## config.mk

```make
export PLATFORM = sky130hd
export DESIGN_NAME = fstk_mem_slice
export DESIGN_NICKNAME = d
export VERILOG_FILES = /design/src/rtl/fstk_pkg.sv /design/src/rtl/fstk_decode.sv /design/src/rtl/fstk_sptr.sv /design/src/rtl/fstk_pcsel.sv /design/src/rtl/fstk_mem_slice.sv
export SDC_FILE = /design/constraint.sdc
export NUM_CORES = 1
export LEC_CHECK = 0
export ABC_AREA = 1
export BUFFER_PORTS_ARGS = -buffer_cell sky130_fd_sc_hd__buf_2
export CAP_MARGIN = 20
export CELL_PAD_IN_SITES_DETAIL_PLACEMENT = 2
export CELL_PAD_IN_SITES_GLOBAL_PLACEMENT = 2
export CORE_MARGIN = 3
export CORE_UTILIZATION = 25
export CTS_CLUSTER_DIAMETER = 60
export DETAILED_ROUTE_END_ITERATION = 12
export GPL_TIMING_DRIVEN = 1
export PLACE_DENSITY = 0.77
export SLEW_MARGIN = 20
export SYNTH_ARGS = -nofsm -noshare
export SYNTH_HDL_FRONTEND = slang
export SYNTH_SLANG_ARGS = --single-unit
export TNS_END_PERCENT = 1
```

## constraint.sdc

```tcl
create_clock -name clk -period 2.9 [get_ports clk]
set_input_delay 0.435 -clock clk [delete_from_list [all_inputs] [get_ports clk]]
set_output_delay 0.435 -clock clk [all_outputs]
set_load 0.05 [all_outputs]
```

## src/rtl/fstk_pkg.sv

```systemverilog
package fstk_pkg;

    localparam int DW  = 16;            // data and address width
    localparam int PW  = 5;             // stack pointer width
    localparam int PCW = 15;            // code address width
    localparam int FW  = 5;             // memory-group field width
    localparam int FLO = DW - FW;       // low bit of the field

    typedef enum logic [FW-1:0] {
        OP_NOP      = 5'd0,
        OP_LX_AX    = 5'd1,
        OP_LX_ONES  = 5'd2,
        OP_LD_LX    = 5'd3,
        OP_LD_IP    = 5'd4,
        OP_LD_LF    = 5'd5,
        OP_ST_IP    = 5'd6,
        OP_ST_AX    = 5'd7,
        OP_ST_BX    = 5'd8,
        OP_ST_LX    = 5'd9,
        OP_LF_GETRS = 5'd10,
        OP_RS_GETLF = 5'd11,
        OP_RS_ADD   = 5'd12,
        OP_MA_IP    = 5'd13,
        OP_IP_CADD  = 5'd14,
        OP_IP_INC   = 5'd15,
        OP_POLL     = 5'd16,
        OP_NEXT     = 5'd17,
        OP_TRAP     = 5'd18,
        OP_PJMP     = 5'd19,
        OP_ENTER    = 5'd20,
        OP_MA_AX    = 5'd21,
        OP_MA_BX    = 5'd22,
        OP_MA_DX    = 5'd23,
        OP_MA_FRAME = 5'd24,
        OP_MA_LOCAL = 5'd25,
        OP_MA_S0    = 5'd26,
        OP_MA_S1    = 5'd27,
        OP_RPUSH    = 5'd28,
        OP_RPULL    = 5'd29,
        OP_SPUSH    = 5'd30,
        OP_SPULL    = 5'd31
    } mop_e;

    typedef enum logic [3:0] {
        MA_HOLD, MA_FROM_IP, MA_FROM_IPINC, MA_FROM_LX, MA_FROM_AX,
        MA_FROM_BX, MA_FROM_DX, MA_FRAME, MA_LOCAL, MA_SS_CUR,
        MA_SS_INC, MA_SS_DEC, MA_RS_CUR, MA_RS_DEC
    } ma_sel_e;

    typedef enum logic [1:0] { LX_HOLD, LX_FROM_AX, LX_ALL_ONES, LX_FROM_MEM } lx_sel_e;
    typedef enum logic [2:0] { IP_HOLD, IP_FROM_MEM, IP_PLUS1, IP_COND_ADD, IP_FROM_LX } ip_sel_e;
    typedef enum logic [1:0] { LF_HOLD, LF_FROM_MEM, LF_FROM_RS } lf_sel_e;
    typedef enum logic [2:0] { SP_HOLD, SP_INC, SP_DEC, SP_ADD, SP_LOAD } sp_op_e;
    typedef enum logic [2:0] { PC_STEP, PC_POLL, PC_NEXT, PC_TRAP, PC_PRIM } pc_sel_e;
    typedef enum logic [2:0] { ST_NONE, ST_IP, ST_AX, ST_BX, ST_LX } st_sel_e;

    typedef struct packed {
        ma_sel_e ma_sel;
        lx_sel_e lx_sel;
        ip_sel_e ip_sel;
        lf_sel_e lf_sel;
        sp_op_e  rs_op;
        sp_op_e  ss_op;
        pc_sel_e pc_sel;
        st_sel_e st_sel;
        logic    rd;
    } mctl_t;

    // join a window base with a pointer offset
    function automatic logic [DW-1:0] win_addr(input logic [DW-1:0] base,
                                               input logic [PW-1:0] ofs);
        return base | {{(DW-PW){1'b0}}, ofs};
    endfunction

endpackage

```

## src/rtl/fstk_decode.sv

```systemverilog
module fstk_decode
    import fstk_pkg::*;
(
    input  mop_e  op,
    output mctl_t ctl
);
    always_comb begin
        ctl = '{ma_sel: MA_HOLD, lx_sel: LX_HOLD, ip_sel: IP_HOLD, lf_sel: LF_HOLD,
                rs_op: SP_HOLD, ss_op: SP_HOLD, pc_sel: PC_STEP, st_sel: ST_NONE,
                rd: 1'b0};
        unique case (op)
            OP_NOP:      ;
            OP_LX_AX:    ctl.lx_sel = LX_FROM_AX;
            OP_LX_ONES:  ctl.lx_sel = LX_ALL_ONES;
            OP_LD_LX:    begin ctl.lx_sel = LX_FROM_MEM; ctl.rd = 1'b1; end
            OP_LD_IP:    begin ctl.ip_sel = IP_FROM_MEM; ctl.rd = 1'b1; end
            OP_LD_LF:    begin ctl.lf_sel = LF_FROM_MEM; ctl.rd = 1'b1; end
            OP_ST_IP:    ctl.st_sel = ST_IP;
            OP_ST_AX:    ctl.st_sel = ST_AX;
            OP_ST_BX:    ctl.st_sel = ST_BX;
            OP_ST_LX:    ctl.st_sel = ST_LX;
            OP_LF_GETRS: ctl.lf_sel = LF_FROM_RS;
            OP_RS_GETLF: ctl.rs_op = SP_LOAD;
            OP_RS_ADD:   ctl.rs_op = SP_ADD;
            OP_MA_IP:    ctl.ma_sel = MA_FROM_IP;
            OP_IP_CADD:  ctl.ip_sel = IP_COND_ADD;
            OP_IP_INC:   ctl.ip_sel = IP_PLUS1;
            OP_POLL:     ctl.pc_sel = PC_POLL;
            OP_NEXT:     begin
                ctl.ip_sel = IP_PLUS1;
                ctl.ma_sel = MA_FROM_IPINC;
                ctl.pc_sel = PC_NEXT;
            end
            OP_TRAP:     ctl.pc_sel = PC_TRAP;
            OP_PJMP:     ctl.pc_sel = PC_PRIM;
            OP_ENTER:    begin
                ctl.st_sel = ST_IP;
                ctl.ip_sel = IP_FROM_LX;
                ctl.ma_sel = MA_FROM_LX;
                ctl.pc_sel = PC_NEXT;
            end
            OP_MA_AX:    ctl.ma_sel = MA_FROM_AX;
            OP_MA_BX:    ctl.ma_sel = MA_FROM_BX;
            OP_MA_DX:    ctl.ma_sel = MA_FROM_DX;
            OP_MA_FRAME: ctl.ma_sel = MA_FRAME;
            OP_MA_LOCAL: ctl.ma_sel = MA_LOCAL;
            OP_MA_S0:    ctl.ma_sel = MA_SS_CUR;
            OP_MA_S1:    ctl.ma_sel = MA_SS_INC;
            OP_RPUSH:    begin ctl.rs_op = SP_DEC; ctl.ma_sel = MA_RS_DEC; end
            OP_RPULL:    begin ctl.rs_op = SP_INC; ctl.ma_sel = MA_RS_CUR; end
            OP_SPUSH:    begin ctl.ss_op = SP_DEC; ctl.ma_sel = MA_SS_DEC; end
            OP_SPULL:    begin ctl.ss_op = SP_INC; ctl.ma_sel = MA_SS_CUR; end
            default:     ;
        endcase
    end
endmodule

```

## src/rtl/fstk_sptr.sv

```systemverilog
module fstk_sptr
    import fstk_pkg::*;
#(
    parameter logic [DW-1:0] BASE = 16'h00E0
) (
    input  logic          clk,
    input  logic          rst,
    input  sp_op_e        op,
    input  logic [PW-1:0] val,
    output logic [PW-1:0] ptr,
    output logic [DW-1:0] addr_cur,
    output logic [DW-1:0] addr_dec,
    output logic [DW-1:0] addr_inc
);
    logic [PW-1:0] ptr_q, ptr_d, ptr_dec, ptr_inc;

    assign ptr_dec = ptr_q - PW'(1);
    assign ptr_inc = ptr_q + PW'(1);

    always_comb begin
        unique case (op)
            SP_INC:  ptr_d = ptr_inc;
            SP_DEC:  ptr_d = ptr_dec;
            SP_ADD:  ptr_d = ptr_q + val;
            SP_LOAD: ptr_d = val;
            default: ptr_d = ptr_q;
        endcase
    end

    always_ff @(posedge clk) begin
        if (rst) ptr_q <= '0;
        else     ptr_q <= ptr_d;
    end

    assign ptr      = ptr_q;
    assign addr_cur = win_addr(BASE, ptr_q);
    assign addr_dec = win_addr(BASE, ptr_dec);
    assign addr_inc = win_addr(BASE, ptr_inc);
endmodule

```

## src/rtl/fstk_pcsel.sv

```systemverilog
module fstk_pcsel
    import fstk_pkg::*;
#(
    parameter logic [PCW-1:0] POLL_VEC = 15'h0010,
    parameter logic [PCW-1:0] NEXT_VEC = 15'h0020,
    parameter logic [PCW-1:0] FULL_VEC = 15'h0030
) (
    input  pc_sel_e        sel,
    input  logic [PCW-1:0] pc,
    input  logic [DW-1:0]  lx,
    input  logic           cf,
    output logic [PCW-1:0] pc_nxt
);
    logic [PCW-1:0] pc_step;
    assign pc_step = pc + PCW'(1);

    always_comb begin
        unique case (sel)
            PC_POLL: pc_nxt = POLL_VEC;
            PC_NEXT: pc_nxt = NEXT_VEC;
            PC_TRAP: pc_nxt = cf ? FULL_VEC : pc_step;
            PC_PRIM: pc_nxt = lx[DW-1] ? lx[PCW-1:0] : pc_step;
            default: pc_nxt = pc_step;
        endcase
    end
endmodule

```

## src/rtl/fstk_mem_slice.sv

```systemverilog
module fstk_mem_slice
    import fstk_pkg::*;
#(
    parameter logic [DW-1:0]  RS_BASE  = 16'h00E0,
    parameter logic [DW-1:0]  SS_BASE  = 16'h00C0,
    parameter logic [PCW-1:0] RESET_PC = 15'h0000,
    parameter logic [PCW-1:0] POLL_VEC = 15'h0010,
    parameter logic [PCW-1:0] NEXT_VEC = 15'h0020,
    parameter logic [PCW-1:0] FULL_VEC = 15'h0030
) (
    input  logic           clk,
    input  logic           rst,
    input  logic [DW-1:0]  opcode,
    input  logic [DW-1:0]  ax_i,
    input  logic [DW-1:0]  bx_i,
    input  logic [DW-1:0]  dx_i,
    input  logic           cf_i,
    input  logic [DW-1:0]  dm_rdata,
    output logic [DW-1:0]  dm_addr,
    output logic           dm_we,
    output logic [DW-1:0]  dm_wdata,
    output logic           dm_re,
    output logic [PCW-1:0] pc_o,
    output logic [DW-1:0]  ma_o,
    output logic [DW-1:0]  lx_o,
    output logic [DW-1:0]  ip_o,
    output logic [PW-1:0]  lf_o,
    output logic [PW-1:0]  rs_o,
    output logic [PW-1:0]  ss_o
);
    mctl_t ctl;
    mop_e  op;
    assign op = mop_e'(opcode[DW-1:FLO]);

    logic [DW-1:0]  ma_q, ma_d, lx_q, lx_d, ip_q, ip_d;
    logic [PW-1:0]  lf_q, lf_d, rs_ptr, ss_ptr, rs_val;
    logic [PCW-1:0] pc_q, pc_d;
    logic [DW-1:0]  rs_cur, rs_dec, rs_inc, ss_cur, ss_dec, ss_inc, frame;

    fstk_decode u_dec (.op(op), .ctl(ctl));

    assign rs_val = (ctl.rs_op == SP_ADD) ? ax_i[PW-1:0] : lf_q;

    fstk_sptr #(.BASE(RS_BASE)) u_rs (
        .clk(clk), .rst(rst), .op(ctl.rs_op), .val(rs_val), .ptr(rs_ptr),
        .addr_cur(rs_cur), .addr_dec(rs_dec), .addr_inc(rs_inc)
    );

    fstk_sptr #(.BASE(SS_BASE)) u_ss (
        .clk(clk), .rst(rst), .op(ctl.ss_op), .val('0), .ptr(ss_ptr),
        .addr_cur(ss_cur), .addr_dec(ss_dec), .addr_inc(ss_inc)
    );

    fstk_pcsel #(.POLL_VEC(POLL_VEC), .NEXT_VEC(NEXT_VEC), .FULL_VEC(FULL_VEC)) u_pc (
        .sel(ctl.pc_sel), .pc(pc_q), .lx(lx_q), .cf(cf_i), .pc_nxt(pc_d)
    );

    assign frame = win_addr(RS_BASE, lf_q);

    always_comb begin
        unique case (ctl.ma_sel)
            MA_FROM_IP:    ma_d = ip_q;
            MA_FROM_IPINC: ma_d = ip_q + DW'(1);
            MA_FROM_LX:    ma_d = lx_q;
            MA_FROM_AX:    ma_d = ax_i;
            MA_FROM_BX:    ma_d = bx_i;
            MA_FROM_DX:    ma_d = dx_i;
            MA_FRAME:      ma_d = frame;
            MA_LOCAL:      ma_d = frame + ax_i;
            MA_SS_CUR:     ma_d = ss_cur;
            MA_SS_INC:     ma_d = ss_inc;
            MA_SS_DEC:     ma_d = ss_dec;
            MA_RS_CUR:     ma_d = rs_cur;
            MA_RS_DEC:     ma_d = rs_dec;
            default:       ma_d = ma_q;
        endcase
    end

    always_comb begin
        unique case (ctl.lx_sel)
            LX_FROM_AX:  lx_d = ax_i;
            LX_ALL_ONES: lx_d = '1;
            LX_FROM_MEM: lx_d = dm_rdata;
            default:     lx_d = lx_q;
        endcase
    end

    always_comb begin
        unique case (ctl.ip_sel)
            IP_FROM_MEM: ip_d = dm_rdata;
            IP_PLUS1:    ip_d = ip_q + DW'(1);
            IP_COND_ADD: ip_d = cf_i ? ip_q + lx_q : ip_q;
            IP_FROM_LX:  ip_d = lx_q;
            default:     ip_d = ip_q;
        endcase
    end

    always_comb begin
        unique case (ctl.lf_sel)
            LF_FROM_MEM: lf_d = dm_rdata[PW-1:0];
            LF_FROM_RS:  lf_d = rs_ptr;
            default:     lf_d = lf_q;
        endcase
    end

    always_ff @(posedge clk) begin
        if (rst) begin
            ma_q <= '0;
            lx_q <= '0;
            ip_q <= '0;
            lf_q <= '0;
            pc_q <= RESET_PC;
        end else begin
            ma_q <= ma_d;
            lx_q <= lx_d;
            ip_q <= ip_d;
            lf_q <= lf_d;
            pc_q <= pc_d;
        end
    end

    always_comb begin
        unique case (ctl.st_sel)
            ST_IP:   dm_wdata = ip_q;
            ST_AX:   dm_wdata = ax_i;
            ST_BX:   dm_wdata = bx_i;
            ST_LX:   dm_wdata = lx_q;
            default: dm_wdata = '0;
        endcase
    end

    assign dm_we   = (ctl.st_sel != ST_NONE) && !rst;
    assign dm_re   = ctl.rd && !rst;
    assign dm_addr = ma_q;
    assign pc_o    = pc_q;
    assign ma_o    = ma_q;
    assign lx_o    = lx_q;
    assign ip_o    = ip_q;
    assign lf_o    = lf_q;
    assign rs_o    = rs_ptr;
    assign ss_o    = ss_ptr;
endmodule

```

**After elaboration in Yosys (flattened, before gate mapping)**

Index checks and enable logic that the tools add are counted.

- Register bits after elaboration: 78
- Input bits: 83
- Output and inout port bits: 112
- Word-level logic and storage cells: 122

- $add $sub $neg: 9
- Eq/ne operators: 69
- Multiplexer cells: 21
- Reductions and logical operators: 16

Operators with widths:

| operator | count |
|---|---|
| 16-bit case mux with 13 select lines | 1 |
| 16-bit case mux with 4 select lines | 2 |
| 5-bit == test (second input constant) | 16 |
| 15-bit case mux with 4 select lines | 1 |
| 4-bit case mux with 13 select lines | 1 |
| 16-bit case mux with 3 select lines | 1 |
| 3-bit case mux with 4 select lines | 4 |
| 5-bit by 4-bit == test with 1-bit output (second input constant) | 8 |
| 15-bit two-way mux | 2 |
| 3-bit by 2-bit == test with 1-bit output (second input constant) | 8 |
| 4-bit == test (second input constant) | 6 |
| 5-bit by 3-bit == test with 1-bit output (second input constant) | 4 |
| 5-bit case mux with 4 select lines | 1 |
| 16-bit by 1-bit adder with 16-bit output (second input constant) | 1 |
| 16-bit adder | 1 |
| 8-bit by 16-bit adder with 16-bit output | 1 |
| 4-bit by 3-bit == test with 1-bit output (second input constant) | 4 |
| 16-bit two-way mux | 1 |
| 15-bit by 1-bit adder with 15-bit output (second input constant) | 1 |
| 5-bit case mux with 3 select lines | 1 |
| 13-bit nonzero test | 1 |
| 3-bit by 1-bit == test with 1-bit output (second input constant) | 4 |
| 3-bit == test (second input constant) | 4 |
| 5-bit by 1-bit adder with 5-bit output (second input constant) | 2 |
| 23 further kinds | 39 |

**Longest topological paths before layout**

Gate-level depths: netlist of run 1.

- Depth after elaboration: 6
- Depth in mapped cells: 14

**Hierarchy**

Synthesis of run 1 repeated with hierarchy kept, for this count alone.

- Cells, all modules: 1,777
- Area, all modules: 9,865.7 um2

By module, submodules not included:

| module | times used | cells an instance | area an instance (um2) |
|---|---|---|---|
| fstk_mem_slice | 1 | 1,246 | 6,874.1 |
| fstk_sptr (u_ss) | 1 | 159 | 1,007.2 |
| fstk_sptr (u_rs) | 1 | 157 | 991.0 |
| fstk_pcsel | 1 | 129 | 593.1 |
| fstk_decode | 1 | 86 | 400.4 |

**Least setup slack after synthesis of run 1**

Ideal clock, no wire load.

- Kind: input-to-reg
- Start point: in opcode[15]
- End point: reg u_rs.ptr_q[4] (netlist: u_rs.ptr[4])
- Setup time: 0.081 ns
- Arrival: 2.654 ns
- Required time: 2.819 ns
- Path slack: 0.165 ns
- Stages: 14
- Buffers on the path: 3
- Cell sequence: buf_2 > inv_1 > buf_2 > nand2_1 > clkbuf_1 > or2_2 > ha_1 > fa_1 > nand3_1 > nand2_1 > xor2_1 > a21oi_1 > o21ai_0 > a41oi_1

- Longest elaborated chain between the ends: 6
- Elaborated cells on any way between the ends: 13
- Classes of those cells: add/sub (1); eq/ne (8); mux (3); reduce/logical (1)

Ends and longest elaborated chain:

| what | RTL line | text |
|---|---|---|
| start, declared | fstk_mem_slice.sv:13 | `input logic [DW-1:0] opcode,` |
| 5-bit == test or 5-bit by 4-bit == test with 1-bit output (tied branches) | fstk_decode.sv:11 | `unique case (op)` |
| 3-bit case mux with 4 select lines (*) | fstk_decode.sv:11 |  |
| 3-bit by 2-bit == test with 1-bit output | fstk_sptr.sv:21, fstk_mem_slice.sv:42 |  |
| 5-bit two-way mux | fstk_mem_slice.sv:42 | `assign rs_val = (ctl.rs_op == SP_ADD) ? ax_i[PW-1:0] : lf_q;` |
| 5-bit adder | fstk_sptr.sv:24 | `SP_ADD: ptr_d = ptr_q + val;` |
| 5-bit case mux with 4 select lines | fstk_sptr.sv:21 | `unique case (op)` |
| end signal, assigned | fstk_sptr.sv:32 | `else ptr_q <= ptr_d;` |
| end, declared | fstk_sptr.sv:15 | `logic [PW-1:0] ptr_q, ptr_d, ptr_dec, ptr_inc;` |

Mark *: on every way between the ends. The rest lies on a longest branch, timed or not.
A chain may end at the register's enable or synchronous reset.

**Final worst setup path of run 1**

- Start point: in opcode[12]
- End point: out dm_wdata[5]

- Longest elaborated chain between the ends: 5
- Elaborated cells on any way between the ends: 12
- Classes of those cells: eq/ne (9); mux (2); reduce/logical (1)

Ends and longest elaborated chain:

| what | RTL line | text |
|---|---|---|
| 5-bit by 3-bit == test with 1-bit output or 5-bit == test (tied branches) | fstk_decode.sv:11 |  |
| 2-bit OR reduction (no line) | -- |  |
| 3-bit case mux with 4 select lines (*) | fstk_decode.sv:11 |  |
| 3-bit == test, or another cell as far along | fstk_mem_slice.sv:123 | `unique case (ctl.st_sel)` |
| 16-bit case mux with 4 select lines (*) | fstk_mem_slice.sv:123 |  |
| end, declared | fstk_mem_slice.sv:21 | `output logic [DW-1:0] dm_wdata,` |

Marked as above.

==> flow_metrics.py, run 1 <==
metrics = {
    "synthesis": {
        "async_reset_ff_share_pct": 0,
        "yosys.area_share.adder_pct": 5.81,
        "ys_warn_count": 0,
        "ys_ff_latch": 78,
        "synth_nets": 1437,
        "syn_avg_cell_area_um2": 5.84,
        "synthXorXnorAreaFrac_pct": 2.73,
        "syn_area_mm2": 0.00771,
        "synthSimpleGateAreaFrac_pct": 37.8,
        "ys_seq_area_share_pct": 20.3,
        "synth_edf_count": 0,
        "synth_compound_area_share_pct": 21.7,
        "ys_types": 49,
        "synth_top_family_by_area": "simple AND/OR/NAND/NOR gates",
        "muxShareOfSynthArea_pct": 0.260,
        "synth_flop_cell": "dfxtp_1",
        "postSynthCellCount": 1320,
    },
    "cts": {
        "cts_root_buffer": "clkbuf_16",
        "cts_tree": "built",
        "cts_hold_buf": 0,
        "cts_num_sinks": 78,
        "cts_buffers": 9,
        "cts_resized": 0,
        "cts_buffer_depth": 2,
        "ctsHtreeMaxLevel": 3,
        "post_cts_buffers": 0,
        "insertion_delay_ps": 370,
        "path_clk_slew_ps": 70,
    },
    "pwr": {
        "p_per_area_mw_per_mm2": 385,
        "p_leak_uw": 0.00462,
        "ir_worst_vdd_mv": 0.217,
    },
    "layout": {
        "final_core_utilization_pct": 31.3,
        "fin_cells": 1892,
        "layout_common_cells": "nand2_1 (334), buf_2 (183), inv_1 (145)",
        "drive_gt1_share_pct": 18.3,
        "nets": 1613,
        "area_growth_pct": 22.1,
        "fin_area_mm2": 0.00941,
        "layout_commonest_cell": "nand2_1",
    },
    "detailed_routing": {
        "ant_nets": 0,
        "routed-via-count": 10300,
        "drc": 0,
        "drt_first_pass_iters": 5,
        "drt-total-wl_um": 43300,
        "wl_per_cell_um": 22.9,
        "drtIter0Drc": 626,
        "vias_per_cell": 5.46,
    },
    "floorplan": {
        "coreArea_mm2": 0.0300,
        "ios": 195,
        "initial_core_util_pct": 25.7,
        "die-area_mm2": 0.0330,
        "die_w_um": 182,
        "die_y_um": 182,
        "std_cell_rows": 63,
    },
    "placement": {
        "post-dp-hpwl_um": 35100,
        "gp_congestion": 0.921,
        "io_buffers": 183,
        "dp.cells": 1875,
        "place_area_mm2": 0.00912,
    },
    "hold_path": {
        "holdCritStartpoint": "dm_rdata[14]",
        "min_to": "lx_o[14]",
        "hold_class": "in -> reg",
        "min_path_cells": 3,
    },
    "setup_path": {
        "regToRegStartpoint": "ip_o[0]",
        "start_kind": "input pin",
        "required_ps": 2470,
        "end_kind": "primary output",
        "worstRegToRegCells": 10,
        "regToRegSetupSlack_ps": 480,
        "r2r-end": "dm_addr[4]",
        "crit_type": "in -> out",
        "critPathMaxFanout": 15,
        "cp.arrival_ps": 2300,
    },
    "timing": {
        "rsz0062_at_grt": "no",
        "fin_hold_ws_ps": 423,
        "drv_slew": 0,
        "setup_viol": 0,
        "finalHoldViolCount": 0,
        "tightest_slew_ps": 1040,
        "max_freq_mhz": 365,
        "fin_crit_ps": 2740,
        "fin_skew_ps": 16.1,
        "timing.final.crit_share_pct": 94.4,
        "setup_tns_ps": 0,
        "slew_headroom_pct": 30.5,
    },
    "global_route": {
        "grt_usage_pct": 25.6,
        "antenna_found_initial": 1,
        "grt_overflow": 0,
        "grt_pass1_vias": 11000,
        "grt_pass1_wl_um": 65600,
        "grt_start_max_net_pins": 42,
    },
    "run": {
        "cap_violations": 0,
    },
    "status": {
        "status": "finished clean",
    },
}
## worst max path at each step
stage | startpoint | to | depth (start not counted)
global route | opcode[12] | dm_wdata[5] | 9
floorplan | opcode[15] | u_rs.ptr[4] | 14
global placement | opcode[11] | u_rs.ptr[4] | 14
finish | opcode[12] | dm_wdata[5] | 9
CTS | opcode[12] | dm_wdata[5] | 9
detailed placement | opcode[11] | u_rs.ptr[4] | 14
## critical path: stages
cell       delay, ps
buf_2            100
buf_4            140
nand2_1          110
inv_1            180
nand2_1           80
nor2_1           170
inv_1            340
o2111ai_1        420
buf_2            330
## final cells by class
class                      count  area, um^2
fill                        3820       20600
multi-input combinational   1030        5270
sequential                    78        1560
timing repair buffer         225        1230
inverter                     152         571
tap                          390         488
clock buffer                  10         239
clock inverter                 6        53.8
antenna                        1        2.50
## metal layers
layer | GRT usage, % | up-vias | routed length [um] | part of all wire (%)
li1 | - | 4787 | - | -
met1 | 32.7 | 5096 | 18500 | 43
met2 | 44.1 | 355 | 20700 | 48
met3 | 2.94 | 91 | 2350 | 5.4
met4 | 9.87 | 0 | 1740 | 4.0
met5 | 0 | - | 0 | 0
## logic make-up after synthesis
logic type               Yosys count
flip-flops                        78
AND/OR/NAND/NOR                  681
adder cells (fa/ha/maj)           34
multiplexers                       2
XOR/XNOR                          24
AO/OA/AOI/OAI                    289
buffers and inverters            212
## flip-flops by register name (all words and copies together), names as in the netlist
name / flops
u_rs.ptr: 5
ip_o: 16
lx_o: 16
u_ss.ptr: 5
pc_o: 15
dm_addr: 16
lf_o: 5
## report_power, final
| group | internal (uW) | switching, uW | total [uW] |
|---|---|---|---|
| clock network | 620 | 578 | 1200 |
| registers | 1130 | 80.7 | 1210 |
| logic | 311 | 903 | 1210 |
## per-stage QoR
step,total power [uW],setup WS (ps)
2_1_floorplan,2010,165
3_3_place_gp,2400,167
3_5_place_dp,2430,93.6
4_1_cts,3640,228
5_1_grt,3790,44.9
6_report,3620,162
## cell usage after synthesis (2+ instances only)
| library cell | count | share of area, % |
|---|---|---|
| a211oi_1 | 9 | 0.88 |
| o21ai_1 | 5 | 0.32 |
| nor4_1 | 3 | 0.24 |
| nand3b_1 | 6 | 0.58 |
| a21oi_1 | 106 | 6.9 |
| clkbuf_1 | 26 | 1.3 |
| nand4_1 | 24 | 1.9 |
| nand3_1 | 132 | 8.6 |
| a31o_2 | 2 | 0.23 |
| o21ai_2 | 2 | 0.23 |
| xnor2_1 | 6 | 0.68 |
| and3_1 | 2 | 0.16 |
| nand2_1 | 334 | 16 |
| buf_4 | 19 | 1.9 |
| nor2_1 | 142 | 6.9 |
| dfxtp_1 | 78 | 20 |
| nor2_2 | 2 | 0.16 |
| mux2i_1 | 2 | 0.26 |
| ha_1 | 31 | 5.0 |
| o221ai_1 | 10 | 1.1 |
| inv_1 | 145 | 7.1 |
| o22ai_1 | 18 | 1.5 |
| inv_2 | 7 | 0.34 |
| o2111ai_1 | 6 | 0.68 |
| nand2_2 | 4 | 0.32 |
| nand3_2 | 3 | 0.39 |
| xor2_1 | 18 | 2.0 |
| o211ai_1 | 13 | 1.3 |
| or2_2 | 10 | 0.81 |
| a31oi_1 | 3 | 0.24 |
| o21ai_0 | 92 | 6.0 |
| buf_2 | 14 | 0.91 |
| nor3_1 | 16 | 1.0 |
| a22oi_1 | 10 | 0.97 |
| o21a_1 | 2 | 0.19 |
| a21o_1 | 2 | 0.19 |
| fa_1 | 3 | 0.78 |
| nor3_2 | 2 | 0.26 |
No activity file was read; power rests on OpenSTA's default activity.
==> inputs of run 2 (changes only) <==
CTS_BUF_LIST = sky130_fd_sc_hd__clkbuf_8   (was unset)
MAX_ROUTING_LAYER = met4   (was unset)
SKIP_LAST_GASP = 1   (was unset)
==> flow_metrics.py, run 2 (same netlist as run 1, synthesis figures left out) <==
metrics = {
    "global_route": {
        "grt_pass1_wl_um": 65200,
        "grt_pass1_vias": 11000,
        "antenna_found_initial": 0,
        "grt_start_max_net_pins": 42,
        "grt_usage_pct": 26.2,
        "grt_overflow": 0,
    },
    "floorplan": {
        "die_w_um": 182,
        "die_y_um": 182,
        "coreArea_mm2": 0.0300,
        "die-area_mm2": 0.0330,
        "initial_core_util_pct": 25.7,
        "std_cell_rows": 63,
        "ios": 195,
    },
    "timing": {
        "tightest_slew_ps": 1010,
        "rsz0062_at_grt": "no",
        "slew_headroom_pct": 32.7,
        "setup_viol": 0,
        "setup_tns_ps": 0,
        "timing.final.crit_share_pct": 93.4,
        "fin_skew_ps": 23.6,
        "max_freq_mhz": 369,
        "fin_crit_ps": 2710,
        "drv_slew": 0,
        "finalHoldViolCount": 0,
    },
    "detailed_routing": {
        "drt-total-wl_um": 43000,
        "vias_per_cell": 5.44,
        "wl_per_cell_um": 22.7,
        "routed-via-count": 10300,
        "drc": 0,
        "drt_first_pass_iters": 5,
        "drtIter0Drc": 638,
        "ant_nets": 0,
    },
    "setup_path": {
        "end_kind": "primary output",
        "required_ps": 2470,
        "crit_path_top_delay_cell": "o2111ai_1",
        "cp_cell_sequence": "buf_2, nand2_1, inv_1, nand2_1, nor2_1, inv_1, o2111ai_1, buf_2",
        "regToRegSetupSlack_ps": 430,
        "regToRegStartpoint": "ip_o[0]",
        "worstRegToRegCells": 9,
        "critPathMaxStageDelay_ps": 430,
        "critPathMaxFanout": 15,
        "r2r-end": "dm_addr[5]",
        "crit_type": "in -> out",
        "cp.arrival_ps": 2270,
        "start_kind": "input pin",
    },
    "cts": {
        "path_clk_slew_ps": 110,
        "cts_resized": 0,
        "post_cts_buffers": 0,
        "cts_buffers": 9,
        "cts_tree": "built",
        "cts_root_buffer": "clkbuf_8",
        "insertion_delay_ps": 400,
        "cts_buffer_depth": 2,
        "cts_num_sinks": 78,
        "ctsHtreeMaxLevel": 3,
        "cts_hold_buf": 0,
    },
    "layout": {
        "n_antenna_cell": 0,
        "area_growth_pct": 20.8,
        "nets": 1614,
        "fin_area_mm2": 0.00931,
        "layout_common_cells": "nand2_1 (334), buf_2 (183), inv_1 (145)",
        "drive_gt1_share_pct": 18.3,
        "layout_commonest_cell": "nand2_1",
        "nFillCells": 3872,
    },
    "run": {
        "cap_violations": 0,
    },
    "placement": {
        "post-dp-hpwl_um": 35100,
        "gp_congestion": 0.960,
        "io_buffers": 183,
        "place_area_mm2": 0.00912,
    },
    "pwr": {
        "p_per_area_mw_per_mm2": 355,
        "p_leak_uw": 0.00458,
        "ir_worst_vdd_mv": 0.189,
    },
    "hold_path": {
        "hold_class": "in -> reg",
        "holdCritStartpoint": "dm_rdata[14]",
        "min_path_cells": 3,
        "min_to": "lx_o[14]",
    },
    "status": {
        "status": "finished clean",
    },
}
[run 2: cell count changes in the layout (fill, tap and decap cells not counted), sizes merged]
cell      change
buf           +1
clkinv        -1
clkinvlp      +1
diode         -1
[run 2: power by group]
part | internal (uW) | switching (uW)
registers | 1130 | 80.2
clock network | 347 | 537
logic | 311 | 898
total | 1790 | 1520
[run 2: layout make-up]
class / count / area (um^2) / area share, %
well taps: 390 / 488 / 5.24
multi-input cells: 1030 / 5270 / 56.5
inverters: 152 / 571 / 6.13
clock inverters: 6 / 52.6 / 0.564
clock buffers: 10 / 138 / 1.48
repair buffers: 226 / 1240 / 13.3
flip-flops and latches: 78 / 1560 / 16.8
[run 2: worst max path at each step]
| stage | start | to |
|---|---|---|
| 6_report | opcode[12] | dm_wdata[5] |
| 3_5_place_dp | opcode[12] | u_rs.ptr[4] |
| 2_1_floorplan | opcode[15] | u_rs.ptr[4] |
| 5_1_grt | opcode[12] | dm_wdata[10] |
| 3_3_place_gp | opcode[12] | u_rs.ptr[4] |
| 4_1_cts | opcode[12] | dm_wdata[5] |
[run 2: layer usage]
| layer | global-route usage (%) | share of wire, % | routed length, um |
|---|---|---|---|
| met3 | 3.23 | 4.0 | 1730 |
| met5 | - | 0 | 0 |
| met1 | 32.7 | 44 | 19000 |
| met4 | 8.35 | 3.2 | 1370 |
| met2 | 44.0 | 49 | 20900 |
[run 2: critical path: cells and delay by family]
kind                   cells  cell delay, ps
AO/OA/AOI/OAI              1             430
buffers and inverters      4            1000
AND/OR/NAND/NOR            3             400
[run 2: metrics by stage]
stage	power (uW)	utilization, %	std cells	hold slack, ps	worst slack (ps)
after global placement	2400	30.4	1876	469	158
after CTS	3330	31.0	1892	353	240
after floorplan	2010	-	1320	609	165
final	3300	31.0	1892	368	191
after global routing	3470	31.0	1892	401	79.5
after detailed placement	2430	30.4	1876	477	75.3
